===== src/rtl/pla_pkg.sv =====
package pla_pkg;

  typedef enum logic [1:0] {
    FLT_GROW   = 2'd0,
    FLT_SHRINK = 2'd1,
    FLT_VANISH = 2'd2,
    FLT_APPEAR = 2'd3
  } fault_kind_e;

  typedef struct packed {
    logic andWr;
    logic orWr;
    logic andDrop;
    logic andAdd;
    logic orDrop;
    logic orAdd;
  } pla_strobe_t;

endpackage


===== src/rtl/pla_ctrl.sv =====
module pla_ctrl
  import pla_pkg::*;
#(
  parameter int NUM_IN    = 4,
  parameter int NUM_TERMS = 6,
  parameter int NUM_OUT   = 3,
  parameter int TW        = 3,
  parameter int CW        = 3
) (
  input  logic          clk,
  input  logic          rstN,
  input  logic          cfgWe,
  input  logic          cfgPlane,
  input  logic [TW-1:0] cfgRow,
  input  logic          faultEn,
  input  logic [1:0]    faultKind,
  input  logic [TW-1:0] faultRow,
  input  logic [CW-1:0] faultCol,
  output pla_strobe_t   strb
);

  localparam int LW = 2 * NUM_IN;

  logic cfgRowOk;
  logic fltRowOk;
  logic fltAndColOk;
  logic fltOrColOk;

  always_comb begin
    cfgRowOk    = int'(cfgRow) < NUM_TERMS;
    fltRowOk    = int'(faultRow) < NUM_TERMS;
    fltAndColOk = int'(faultCol) < LW;
    fltOrColOk  = int'(faultCol) < NUM_OUT;

    strb       = '0;
    strb.andWr = cfgWe && !cfgPlane && cfgRowOk;
    strb.orWr  = cfgWe && cfgPlane && cfgRowOk;

    if (faultEn && fltRowOk) begin
      case (fault_kind_e'(faultKind))
        FLT_GROW:   strb.andDrop = fltAndColOk;
        FLT_SHRINK: strb.andAdd  = fltAndColOk;
        FLT_VANISH: strb.orDrop  = fltOrColOk;
        FLT_APPEAR: strb.orAdd   = fltOrColOk;
        default:    ;
      endcase
    end
  end


  single_fault_chk: assert property (@(posedge clk) disable iff (!rstN)
    $onehot0({strb.andDrop, strb.andAdd, strb.orDrop, strb.orAdd}));


  row_range_chk: assert property (@(posedge clk) disable iff (!rstN)
    (strb.andWr || strb.orWr) |-> (int'(cfgRow) < NUM_TERMS));

endmodule


===== src/rtl/pla_datapath.sv =====
module pla_datapath
  import pla_pkg::*;
#(
  parameter int NUM_IN    = 4,
  parameter int NUM_TERMS = 6,
  parameter int NUM_OUT   = 3,
  parameter int TW        = 3,
  parameter int CW        = 3,
  parameter int DW        = 8
) (
  input  logic               clk,
  input  logic               rstN,
  input  pla_strobe_t        strb,
  input  logic [TW-1:0]      cfgRow,
  input  logic [DW-1:0]      cfgData,
  input  logic [TW-1:0]      faultRow,
  input  logic [CW-1:0]      faultCol,
  input  logic [NUM_IN-1:0]  dIn,
  output logic [NUM_OUT-1:0] dOut
);

  localparam int LW = 2 * NUM_IN;

  logic [NUM_TERMS-1:0][LW-1:0]      andMem;
  logic [NUM_TERMS-1:0][NUM_OUT-1:0] orMem;
  logic [NUM_TERMS-1:0][LW-1:0]      effAnd;
  logic [NUM_TERMS-1:0][NUM_OUT-1:0] effOr;
  logic [LW-1:0]                     lits;
  logic [NUM_TERMS-1:0]              termVal;
  logic [NUM_TERMS-1:0]              termClash;
  logic [NUM_OUT-1:0][NUM_TERMS-1:0] colLinks;

  // Personality storage
  always_ff @(posedge clk or negedge rstN) begin
    if (!rstN) begin
      andMem <= '0;
      orMem  <= '0;
    end else begin
      for (int p = 0; p < NUM_TERMS; p++) begin
        if (cfgRow == TW'(p)) begin
          if (strb.andWr) andMem[p] <= cfgData[LW-1:0];
          if (strb.orWr)  orMem[p]  <= cfgData[NUM_OUT-1:0];
        end
      end
    end
  end

  // Effective pattern: stored pattern with at most one crosspoint overridden
  always_comb begin
    effAnd = andMem;
    effOr  = orMem;
    for (int p = 0; p < NUM_TERMS; p++) begin
      for (int b = 0; b < LW; b++) begin
        if (faultRow == TW'(p) && faultCol == CW'(b)) begin
          if (strb.andDrop) effAnd[p][b] = 1'b0;
          if (strb.andAdd)  effAnd[p][b] = 1'b1;
        end
      end
      for (int o = 0; o < NUM_OUT; o++) begin
        if (faultRow == TW'(p) && faultCol == CW'(o)) begin
          if (strb.orDrop) effOr[p][o] = 1'b0;
          if (strb.orAdd)  effOr[p][o] = 1'b1;
        end
      end
    end
  end

  // Literal rails: even bit true form, odd bit complement
  genvar gi, gp;
  generate
    for (gi = 0; gi < NUM_IN; gi++) begin : g_lit
      assign lits[2*gi]   = dIn[gi];
      assign lits[2*gi+1] = ~dIn[gi];
    end

    for (gp = 0; gp < NUM_TERMS; gp++) begin : g_term
      logic [NUM_IN-1:0] pairHit;
      for (gi = 0; gi < NUM_IN; gi++) begin : g_pair
        assign pairHit[gi] = effAnd[gp][2*gi] & effAnd[gp][2*gi+1];
      end
      assign termClash[gp] = |pairHit;
      assign termVal[gp]   = &(~effAnd[gp] | lits);


      clash_zero_chk: assert property (@(posedge clk) disable iff (!rstN)
        termClash[gp] |-> !termVal[gp]);
    end
  endgenerate

  // Sum plane
  always_comb begin
    for (int o = 0; o < NUM_OUT; o++) begin
      for (int p = 0; p < NUM_TERMS; p++) begin
        colLinks[o][p] = effOr[p][o];
      end
      dOut[o] = |(colLinks[o] & termVal);
    end
  end

  genvar go;
  generate
    for (go = 0; go < NUM_OUT; go++) begin : g_out

      empty_col_chk: assert property (@(posedge clk) disable iff (!rstN)
        !(|colLinks[go]) |-> !dOut[go]);
    end
  endgenerate


  one_point_chk: assert property (@(posedge clk) disable iff (!rstN)
    ($countones(andMem ^ effAnd) + $countones(orMem ^ effOr)) <= 1);


  store_hold_chk: assert property (@(posedge clk) disable iff (!rstN)
    !(strb.andWr || strb.orWr) |=> ($stable(andMem) && $stable(orMem)));

endmodule


===== src/rtl/pla_fault_top.sv =====
module pla_fault_top
  import pla_pkg::*;
#(
  parameter int NUM_IN    = 4,
  parameter int NUM_TERMS = 6,
  parameter int NUM_OUT   = 3,
  localparam int LW       = 2 * NUM_IN,
  localparam int DW       = (LW > NUM_OUT) ? LW : NUM_OUT,
  localparam int TW       = $clog2((NUM_TERMS > 1) ? NUM_TERMS : 2),
  localparam int CW       = $clog2((DW > 1) ? DW : 2)
) (
  input  logic               clk,
  input  logic               rstN,
  input  logic               cfgWe,
  input  logic               cfgPlane,
  input  logic [TW-1:0]      cfgRow,
  input  logic [DW-1:0]      cfgData,
  input  logic               faultEn,
  input  logic [1:0]         faultKind,
  input  logic [TW-1:0]      faultRow,
  input  logic [CW-1:0]      faultCol,
  input  logic [NUM_IN-1:0]  dIn,
  output logic [NUM_OUT-1:0] dOut
);

  pla_strobe_t strb;

  pla_ctrl #(
    .NUM_IN(NUM_IN), .NUM_TERMS(NUM_TERMS), .NUM_OUT(NUM_OUT), .TW(TW), .CW(CW)
  ) u_ctrl (
    .clk(clk), .rstN(rstN), .cfgWe(cfgWe), .cfgPlane(cfgPlane), .cfgRow(cfgRow),
    .faultEn(faultEn), .faultKind(faultKind), .faultRow(faultRow),
    .faultCol(faultCol), .strb(strb)
  );

  pla_datapath #(
    .NUM_IN(NUM_IN), .NUM_TERMS(NUM_TERMS), .NUM_OUT(NUM_OUT),
    .TW(TW), .CW(CW), .DW(DW)
  ) u_dp (
    .clk(clk), .rstN(rstN), .strb(strb), .cfgRow(cfgRow), .cfgData(cfgData),
    .faultRow(faultRow), .faultCol(faultCol), .dIn(dIn), .dOut(dOut)
  );

endmodule


===== config.mk =====
export PLATFORM = sky130hd
export DESIGN_NAME = pla_fault_top
export DESIGN_NICKNAME = d
export VERILOG_FILES = /design/src/rtl/pla_pkg.sv /design/src/rtl/pla_ctrl.sv /design/src/rtl/pla_datapath.sv /design/src/rtl/pla_fault_top.sv
export SDC_FILE = /design/constraint.sdc
export NUM_CORES = 1
export LEC_CHECK = 0
export ABC_AREA = 1
export BUFFER_PORTS_ARGS = -buffer_cell sky130_fd_sc_hd__buf_2
export CORE_ASPECT_RATIO = 1.1
export CORE_MARGIN = 2
export CORE_UTILIZATION = 50
export CTS_CLUSTER_DIAMETER = 80
export DETAILED_ROUTE_END_ITERATION = 8
export PLACE_DENSITY = 0.64
export SETUP_SLACK_MARGIN = 0.05
export SYNTH_ARGS = -nofsm -noshare
export SYNTH_HDL_FRONTEND = slang
export SYNTH_SLANG_ARGS = --single-unit

===== constraint.sdc =====
create_clock -name clk -period 1.6 [get_ports clk]
set_input_delay 0 -clock clk [delete_from_list [all_inputs] [get_ports clk]]
set_output_delay 0 -clock clk [all_outputs]
set_load 0.01 [all_outputs]

==> results of run 1 <==
## registers in the layout, indices dropped and copies added, names as in the netlist
signal and cells:
u_dp.orMem 18, u_dp.andMem 48
## layer usage
layer  global-route usage  part of all wire  up-vias
li1                     -                 -     2289
met1                0.394              0.45     2150
met2                0.459              0.48      145
met3               0.0435             0.052       28
met4                0.106             0.022        0
met5                    0                 0        -
## worst paths after layout
path	to	slack, ps
min in group asynchronous	u_dp.andMem[30]	190
worst max register to register	u_dp.andMem[25]	800
max in group asynchronous	u_dp.andMem[5]	1090
worst min register to register	u_dp.orMem[17]	490
worst max-delay path	dOut[2]	-90
worst min-delay path	u_dp.andMem[27]	30
## placed cells by master (no fill, tap or decap), types with 3 or more instances in the layout
cell type  instances
nand3_1           21
nor3_1             6
nor2_2            18
nor2_4             6
a21oi_1           25
a22oi_1            6
clkbuf_16          3
nor2_1            49
o21ai_0           90
nand2_1          292
buf_2             30
buf_12             5
dfrtp_1           66
nand4_1            3
clkbuf_8          12
inv_1             44
nand3_2           11
buf_4             36
nand2_2            9
## stage by stage
stage / instance area [um2] / hold slack, ps / setup WS, ps
finish: 5250 / 25.2 / -89.8
global route: 5250 / 47.0 / -200
CTS: 4960 / 20.5 / -70.1
detailed placement: 4750 / 48.3 / -193
global placement: 4750 / 44.4 / -137
floorplan: 4220 / -296 / 465
## repair_timing
action,4_1_cts,5_1_grt
pin swaps,8,13
endpoints found under the setup margin,3,3
gates cloned,0,5
gates resized for setup,5,46
hold buffers,1,0
hold endpoints to repair,66,0
buffers inserted,0,2
## power by group through the flow
stage	Combinational, mW	Clock [mW]	Sequential [mW]
2_1_floorplan	0.867	0	2.19
3_3_place_gp	1.21	0	2.26
3_5_place_dp	1.25	0	2.26
4_1_cts	1.28	1.36	2.23
5_1_grt	1.62	1.42	2.27
6_report	1.41	1.33	2.24
## critical path: cells and delay by family, from the launching register on
family / cells / cell delay [ps]
simple gates: 8 / 820
buf+inv: 1 / 130
flops: 1 / 410
## kinds of logic (layout without fill, tap and decap cells)
group           after synthesis  count (layout)  share of synthesized area
simple gates                422             422                      0.397
compound gates              121             121                      0.147
buf+inv                      65             139                     0.0638
flops                        66              66                      0.392
## cell type report
type	instances	share of cell area
clock buffers	14	0.0329
well taps	111	0.0265
inverters	46	0.0329
repair buffers	77	0.120
clock inverters	2	0.00191
flip-flops and latches	66	0.315
multi-input cells	543	0.472
==> metrics.yaml, run 1 <==
outcome: "complete, but fails checks"
violations: "setup timing"
num_rows: 35
cts_buffer_depth: 2
drtPass1Iterations: 6
required_ps: 1600
wirelength_um: 13000
viasPerCell: 5.37
stdcell_count: 859
n_antenna_cell: 0
post-route-util: 0.634
core_area_um2: 8280
dpl.cell_count: 835
critPathKind: "flip-flop to output port"
min_from: "cfgData[3]"
ys_ff_latch: 66
path_cells: "or2_4 -> nand3_1 -> nand2_2 -> nor2_4 -> nand3_2 -> nand2_2 -> nor2_1 -> nand2_1 -> buf_2"
fin_worst_skew_ps: 0
die_area_um2: 9180
drtIter0Drc: 377
top_level_ports: 31
grt_max_degree: 67
yosysTopAreaCellShare: 0.392
rsz0062_at_grt: "true"
fmax_mhz: 592
synthTopCellsByCount: "nand2_1, o21ai_0, nor2_1, dfrtp_1, inv_1"
antenna_found_initial: 0
synth_edf_count: 0
detail-route-antenna-nets: 0
htree_num_levels: 3
nets: 771
synthCells: 674
period_needed_ps: 1690
worst_pin_slew_ps: 522
die_y_um: 100
critical-path-slowest-cell: "dfrtp_1"
drv_cap: 0
synth_fp_nets: 702
critPathLaunchType: "flip-flop"
overflow: 0
syn2layout_area_growth_pct: 24.5
max-vdd-ir-drop_mv: 0.635
crit_fanout: 3
grt_pass1_wl_um: 20500
hold_class: "input pin to flip-flop"
synthesis.area_um2: 4220
worst_slack_ps: -89.8
die_width_um: 91.6
post-route-drc-count: 0
grt_pass1_vias: 4211
slew_headroom: 0.652
yosysSeqAreaShare: 0.392
ys_async_sr_fraction: 1.00
reg2reg_depth: 3
p_clk_frac: 0.267
regArea_um2: 1650
setup-violations-final: 3
setup-tns-final_ps: -195
crit_arrival_ps: 1690
path_clk_slew_ps: 70
critPathMaxStageDelay_ps: 410
fillers: 800
start_util: 0.509
wl_per_cell_um: 15.1
power_leakage_nw: 2.52
cts.sinks: 66
clockRootBuffer: "clkbuf_8"
synth.most_common_cell: "nand2_1"
critPathLaunch: "u_dp.andMem[25]"
hpwlAfterDp_um: 8890
final.period_utilization: 1.06
p_sw_mw: 1.71
track_usage: 0.286
path_common_cell: "nand2_2"
yosys_warnings: 0
cts_tree: "yes"
port_buffers: 30
cts_made_buffers: 9
p_seq_frac: 0.449
r2r-start: "u_dp.andMem[25]"
ys.flop_type: "dfrtp_1"
p_int_mw: 3.28
multi_input_area_um2: 2480
slew_viol_final: 0
hold_depth: 3
power_frac_comb: 0.283
synth_area_leaders: "dfrtp_1, nand2_1, o21ai_0"
drive_gt1_frac: 0.187
timing.final.hold_violations: 0
via_count: 4612
syn_avg_cell_area_um2: 6.26
cp-end-kind: "output port"
swShare: 0.343
power_mw: 4.99
clk-insertion-delay-late_ps: 340
p_per_area_nw_per_um2: 950
synth_area_leader_cell: "dfrtp_1"
gp_congestion: 0.867
synth.distinct_cells: 21
Note: power is estimated with default switching activity, not from simulation.
==> run 2: changes to the inputs <==
==> constraint.sdc (replaced) <==
create_clock -name clk -period 1.6 [get_ports clk]
set_input_delay 0 -clock clk [delete_from_list [all_inputs] [get_ports clk]]
set_output_delay 0 -clock clk [all_outputs]
set_load 0.1 [all_outputs]
==> metrics.yaml, run 2 (same netlist as run 1, synthesis figures left out) <==
outcome: "complete, but fails checks"
violations: "setup timing"
placement.cell_area_um2: 4770
fmax_mhz: 573
met2_usage: 0.455
drive_gt1_frac: 0.201
met3_usage: 0.0353
setup-tns-final_ps: -385
top_regs: "u_dp.andMem: 48 flops, u_dp.orMem: 18 flops"
start_util: 0.509
hold_class: "input pin to flip-flop"
required_ps: 1600
regArea_um2: 1650
cts_made_buffers: 9
period_needed_ps: 1750
rsz0062_at_grt: "true"
syn2layout_area_growth_pct: 28.8
path_cells: "or2_4 -> nand3_2 -> nand2_1 -> nor2_2 -> nand3_1 -> nand2_2 -> nor2_2 -> nand2_2 -> buf_12"
clockRootBuffer: "clkbuf_8"
worst_pin_slew_ps: 485
grt.met1_usage: 0.380
track_usage: 0.279
num_rows: 35
slew_viol_final: 0
cts.sinks: 66
die_area_um2: 9180
nets: 770
critical_path_buf_inv_count: 1
grt_max_degree: 67
setup-violations-final: 3
power_leakage_nw: 2.56
wirelength_um: 13300
crit_fanout: 3
gp_congestion: 0.883
detail-route-antenna-nets: 0
final_area_um2: 5430
multi_input_area_um2: 2520
viasPerCell: 5.44
timing.final.hold_violations: 0
regMostFlops: "u_dp.andMem"
cts_buffer_depth: 2
layout_common_cells: "nand2_1, o21ai_0, dfrtp_1, nor2_1, inv_1"
port_buffers: 30
via_count: 4666
fillers: 771
dpl.cell_count: 831
p_per_area_nw_per_um2: 1050
max-vdd-ir-drop_mv: 0.691
drtIter0Drc: 344
wl_per_cell_um: 15.5
largest_reg_flops: 48
hpwlAfterDp_um: 8800
path_clk_slew_ps: 80
path_delay_family: "simple AND/OR/NAND/NOR gates"
n_antenna_cell: 0
top_level_ports: 31
cts_tree: "yes"
fin_worst_skew_ps: 0
die_y_um: 100
grt_pass1_wl_um: 20300
cp-end-kind: "output port"
die_width_um: 91.6
slew_headroom: 0.676
post-route-drc-count: 0
worst_slack_ps: -145
post-route-util: 0.656
drv_cap: 0
antenna_found_initial: 0
critical-path-slowest-cell: "dfrtp_1"
critPathKind: "flip-flop to output port"
grt_pass1_vias: 4239
gr-max-usage-layer: "met2"
htree_num_levels: 3
drtPass1Iterations: 6
critPathMaxStageDelay_ps: 400
pre_cts_slack_ps: -213
stdcell_count: 858
final.period_utilization: 1.09
crit_arrival_ps: 1750
overflow: 0
clk-insertion-delay-late_ps: 340
core_area_um2: 8280
mostFrequentLayoutCell: "nand2_1"
critPathLaunchType: "flip-flop"
==> run 2: changes by cell type in the layout (fill, tap and decap cells not counted), moves of 3 or more <==
cell and change:
a21oi_1 -3, a21oi_2 +3, buf_12 +4, buf_2 -4, buf_4 -5, inv_1 -4, nand3_2 -4, nor2_1 -3
==> run 2: through the flow <==
step	total power, mW	hold WS (ps)
2_1_floorplan	3.32	-296
3_3_place_gp	3.85	41.9
3_5_place_dp	3.89	44.9
4_1_cts	5.57	25.8
5_1_grt	6.04	51.0
6_report	5.71	35.5
==> run 2: power by group <==
part	switching, mW	total, mW	internal (mW)
sequential	0.207	2.23	2.02
clock	0.669	1.67	1.00
combinational	1.13	1.81	0.682
==> run 2: worst register-to-register path: stages, from the launching register on <==
cell,delay (ps)
dfrtp_1,390
nand2_1,70
o21ai_0,100
==> run 2: cell type report <==
class	count	share of cell area
flip-flops and latches	66	0.304
well taps	111	0.0256
repair buffers	76	0.130
clock inverters	4	0.0134
clock buffers	12	0.0304
inverters	46	0.0329
multi-input cells	543	0.464
==> run 2: metal layers <==
layer	part of all wire	wire, um
met3	0.059	783
met4	0.029	384
met2	0.47	6310
met5	0	0
met1	0.44	5820
==> run 2: timing repair <==
item	4_1_cts	5_1_grt
cloned	0	6
hold buffers	1	0
endpoints found under the setup margin	3	3
gates resized for setup	10	56
buffers inserted	0	4
pin swaps	10	15
endpoints found under the hold margin	66	0
==> run 2: final timing paths <==
path | cells past startpoint | startpoint | end | slack (ps)
setup / recovery | 9 | u_dp.andMem[25] | dOut[0] | -150
hold / removal | 3 | cfgData[4] | u_dp.andMem[20] | 40
setup reg to reg | 2 | u_dp.andMem[9] | u_dp.andMem[9] | 900
hold reg to reg | 2 | u_dp.orMem[1] | u_dp.orMem[1] | 490
max in group asynchronous | 3 | rstN | u_dp.orMem[1] | 1100
min in group asynchronous | 3 | rstN | u_dp.andMem[31] | 180
==> run 3: changes to the inputs <==
Settings changed: TNS_END_PERCENT from default to 5.
==> metrics.yaml, run 3 (same netlist as run 1, synthesis figures left out) <==
drtPass1Iterations: 5
p_per_area_nw_per_um2: 1040
track_usage: 0.284
slew_viol_final: 0
htree_num_levels: 3
p_seq_frac: 0.406
crit_arrival_ps: 1800
n_antenna_cell: 0
die_area_um2: 9180
critPathMaxStageDelay_ps: 400
hold_class: "input pin to flip-flop"
mostFrequentLayoutCell: "nand2_1"
wirelength_um: 12800
violations: "setup timing"
p_sw_mw: 1.98
clk-insertion-delay-late_ps: 350
path_clk_slew_ps: 80
setup-violations-final: 3
detail-route-antenna-nets: 0
syn2layout_area_growth_pct: 25.6
regMostFlops: "u_dp.andMem"
antenna_found_initial: 0
core_area_um2: 8280
outcome: "complete, but fails checks"
nets: 771
cts.sinks: 66
drtIter0Drc: 248
p_int_mw: 3.54
power_mw: 5.52
power_frac_comb: 0.321
path_cells: "buf_4 -> nand2_1 -> nand3_1 -> nand3_2 -> nand2_2 -> nor2_4 -> nand3_1 -> nand2_2 -> nor2_1 -> nand2_1 -> buf_12"
fin_worst_skew_ps: 0
timing.final.hold_violations: 0
path_delay_family: "simple AND/OR/NAND/NOR gates"
critical-path-slowest-cell: "dfrtp_1"
num_rows: 35
drv_cap: 0
period_needed_ps: 1800
post-route-util: 0.640
cp-end-kind: "output port"
critical_path_buf_inv_count: 2
gp_congestion: 0.928
grt_pass1_wl_um: 20400
post-route-drc-count: 0
viasPerCell: 5.31
largest_reg_flops: 48
cts_made_buffers: 9
swShare: 0.359
power_leakage_nw: 2.54
final.period_utilization: 1.12
r2r_slack_ps: 820
required_ps: 1600
worst_pin_slew_ps: 469
cts_tree: "yes"
worst_slack_ps: -197
layout_common_cells: "nand2_1, o21ai_0, dfrtp_1, nor2_1, inv_1"
via_count: 4556
fmax_mhz: 557
cts_buffer_depth: 2
port_buffers: 30
wl_per_cell_um: 15.0
drive_gt1_frac: 0.174
overflow: 0
critPathKind: "flip-flop to output port"
grt_pass1_vias: 4173
grt_max_degree: 67
top_level_ports: 31
p_clk_frac: 0.273
die_width_um: 91.6
hpwlAfterDp_um: 8970
top_regs: "u_dp.andMem: 48 flops, u_dp.orMem: 18 flops"
rsz0062_at_grt: "true"
die_y_um: 100
start_util: 0.509
slew_headroom: 0.687
clockRootBuffer: "clkbuf_8"
critPathLaunchType: "flip-flop"
crit_fanout: 3
max-vdd-ir-drop_mv: 0.564
[run 3: cell count changes in the layout (fill, tap and decap cells not counted), moves of 2 or more]
cell / delta
buf_6: -3
nor2_1: +11
nor2_2: -9
inv_2: -2
a21oi_1: +3
a21oi_2: -3
inv_1: +3
nor2_4: -2
buf_4: +5
[run 3: layout make-up]
| class | instances | area (um2) |
|---|---|---|
| repair buffers | 77 | 672 |
| flip-flops and latches | 66 | 1650 |
| fillers | 795 | 2980 |
| multi-input cells | 543 | 2450 |
| well taps | 111 | 139 |
| clock buffers | 13 | 169 |
| clock inverters | 2 | 35.0 |
| inverters | 46 | 176 |
[run 3: what timing repair did]
| action | in CTS | in global routing |
|---|---|---|
| cloned | 0 | 4 |
| setup endpoints to repair | 3 | 3 |
| resized for setup | 7 | 35 |
| buffers inserted | 2 | 1 |
| endpoints found under the hold margin | 67 | 0 |
| pin swaps | 9 | 9 |
| hold buffers | 2 | 0 |
[run 3: final timing paths]
path	startpoint	cells after the start	endpoint
min	cfgData[5]	3	u_dp.andMem[13]
min reg2reg	u_dp.andMem[27]	2	u_dp.andMem[27]
max in group asynchronous	rstN	3	u_dp.andMem[2]
max	u_dp.andMem[25]	11	dOut[2]
min in group asynchronous	rstN	3	u_dp.andMem[22]
max reg2reg	u_dp.andMem[25]	3	u_dp.andMem[25]
[run 3: worst register-to-register path, stage by stage, from the launching register on]
cell and delay (ps):
dfrtp_1 400, buf_4 140, nand2_1 50, o21ai_0 70
[run 3: through the flow]
step / hold WS, ps / cells / setup WS [ps] / cell area [um2] / TNS (ps)
after floorplan: -296 / 674 / -91.7 / 4220 / -183
after global placement: 35.0 / 834 / -148 / 4790 / -400
after detailed placement: 44.4 / 834 / -210 / 4790 / -591
after CTS: 5.36 / 853 / -186 / 5050 / -521
after global routing: 18.6 / 858 / -256 / 5300 / -722
final: 3.30 / 858 / -197 / 5300 / -556
[run 3: power by group through the flow]
stage | sequential, mW | combinational (mW) | clock (mW)
2_1_floorplan | 2.19 | 1.12 | 0
6_report | 2.25 | 1.77 | 1.51
3_3_place_gp | 2.27 | 1.59 | 0
3_5_place_dp | 2.27 | 1.63 | 0
4_1_cts | 2.24 | 1.67 | 1.52
5_1_grt | 2.28 | 1.99 | 1.57
[run 3: layer usage]
metal | vias to the layer above | share of wire | GRT usage
met5 | - | 0 | 0
met4 | 0 | 0.017 | 0.0991
met3 | 19 | 0.054 | 0.0308
met2 | 142 | 0.47 | 0.463
met1 | 2100 | 0.46 | 0.395
li1 | 2295 | - | -
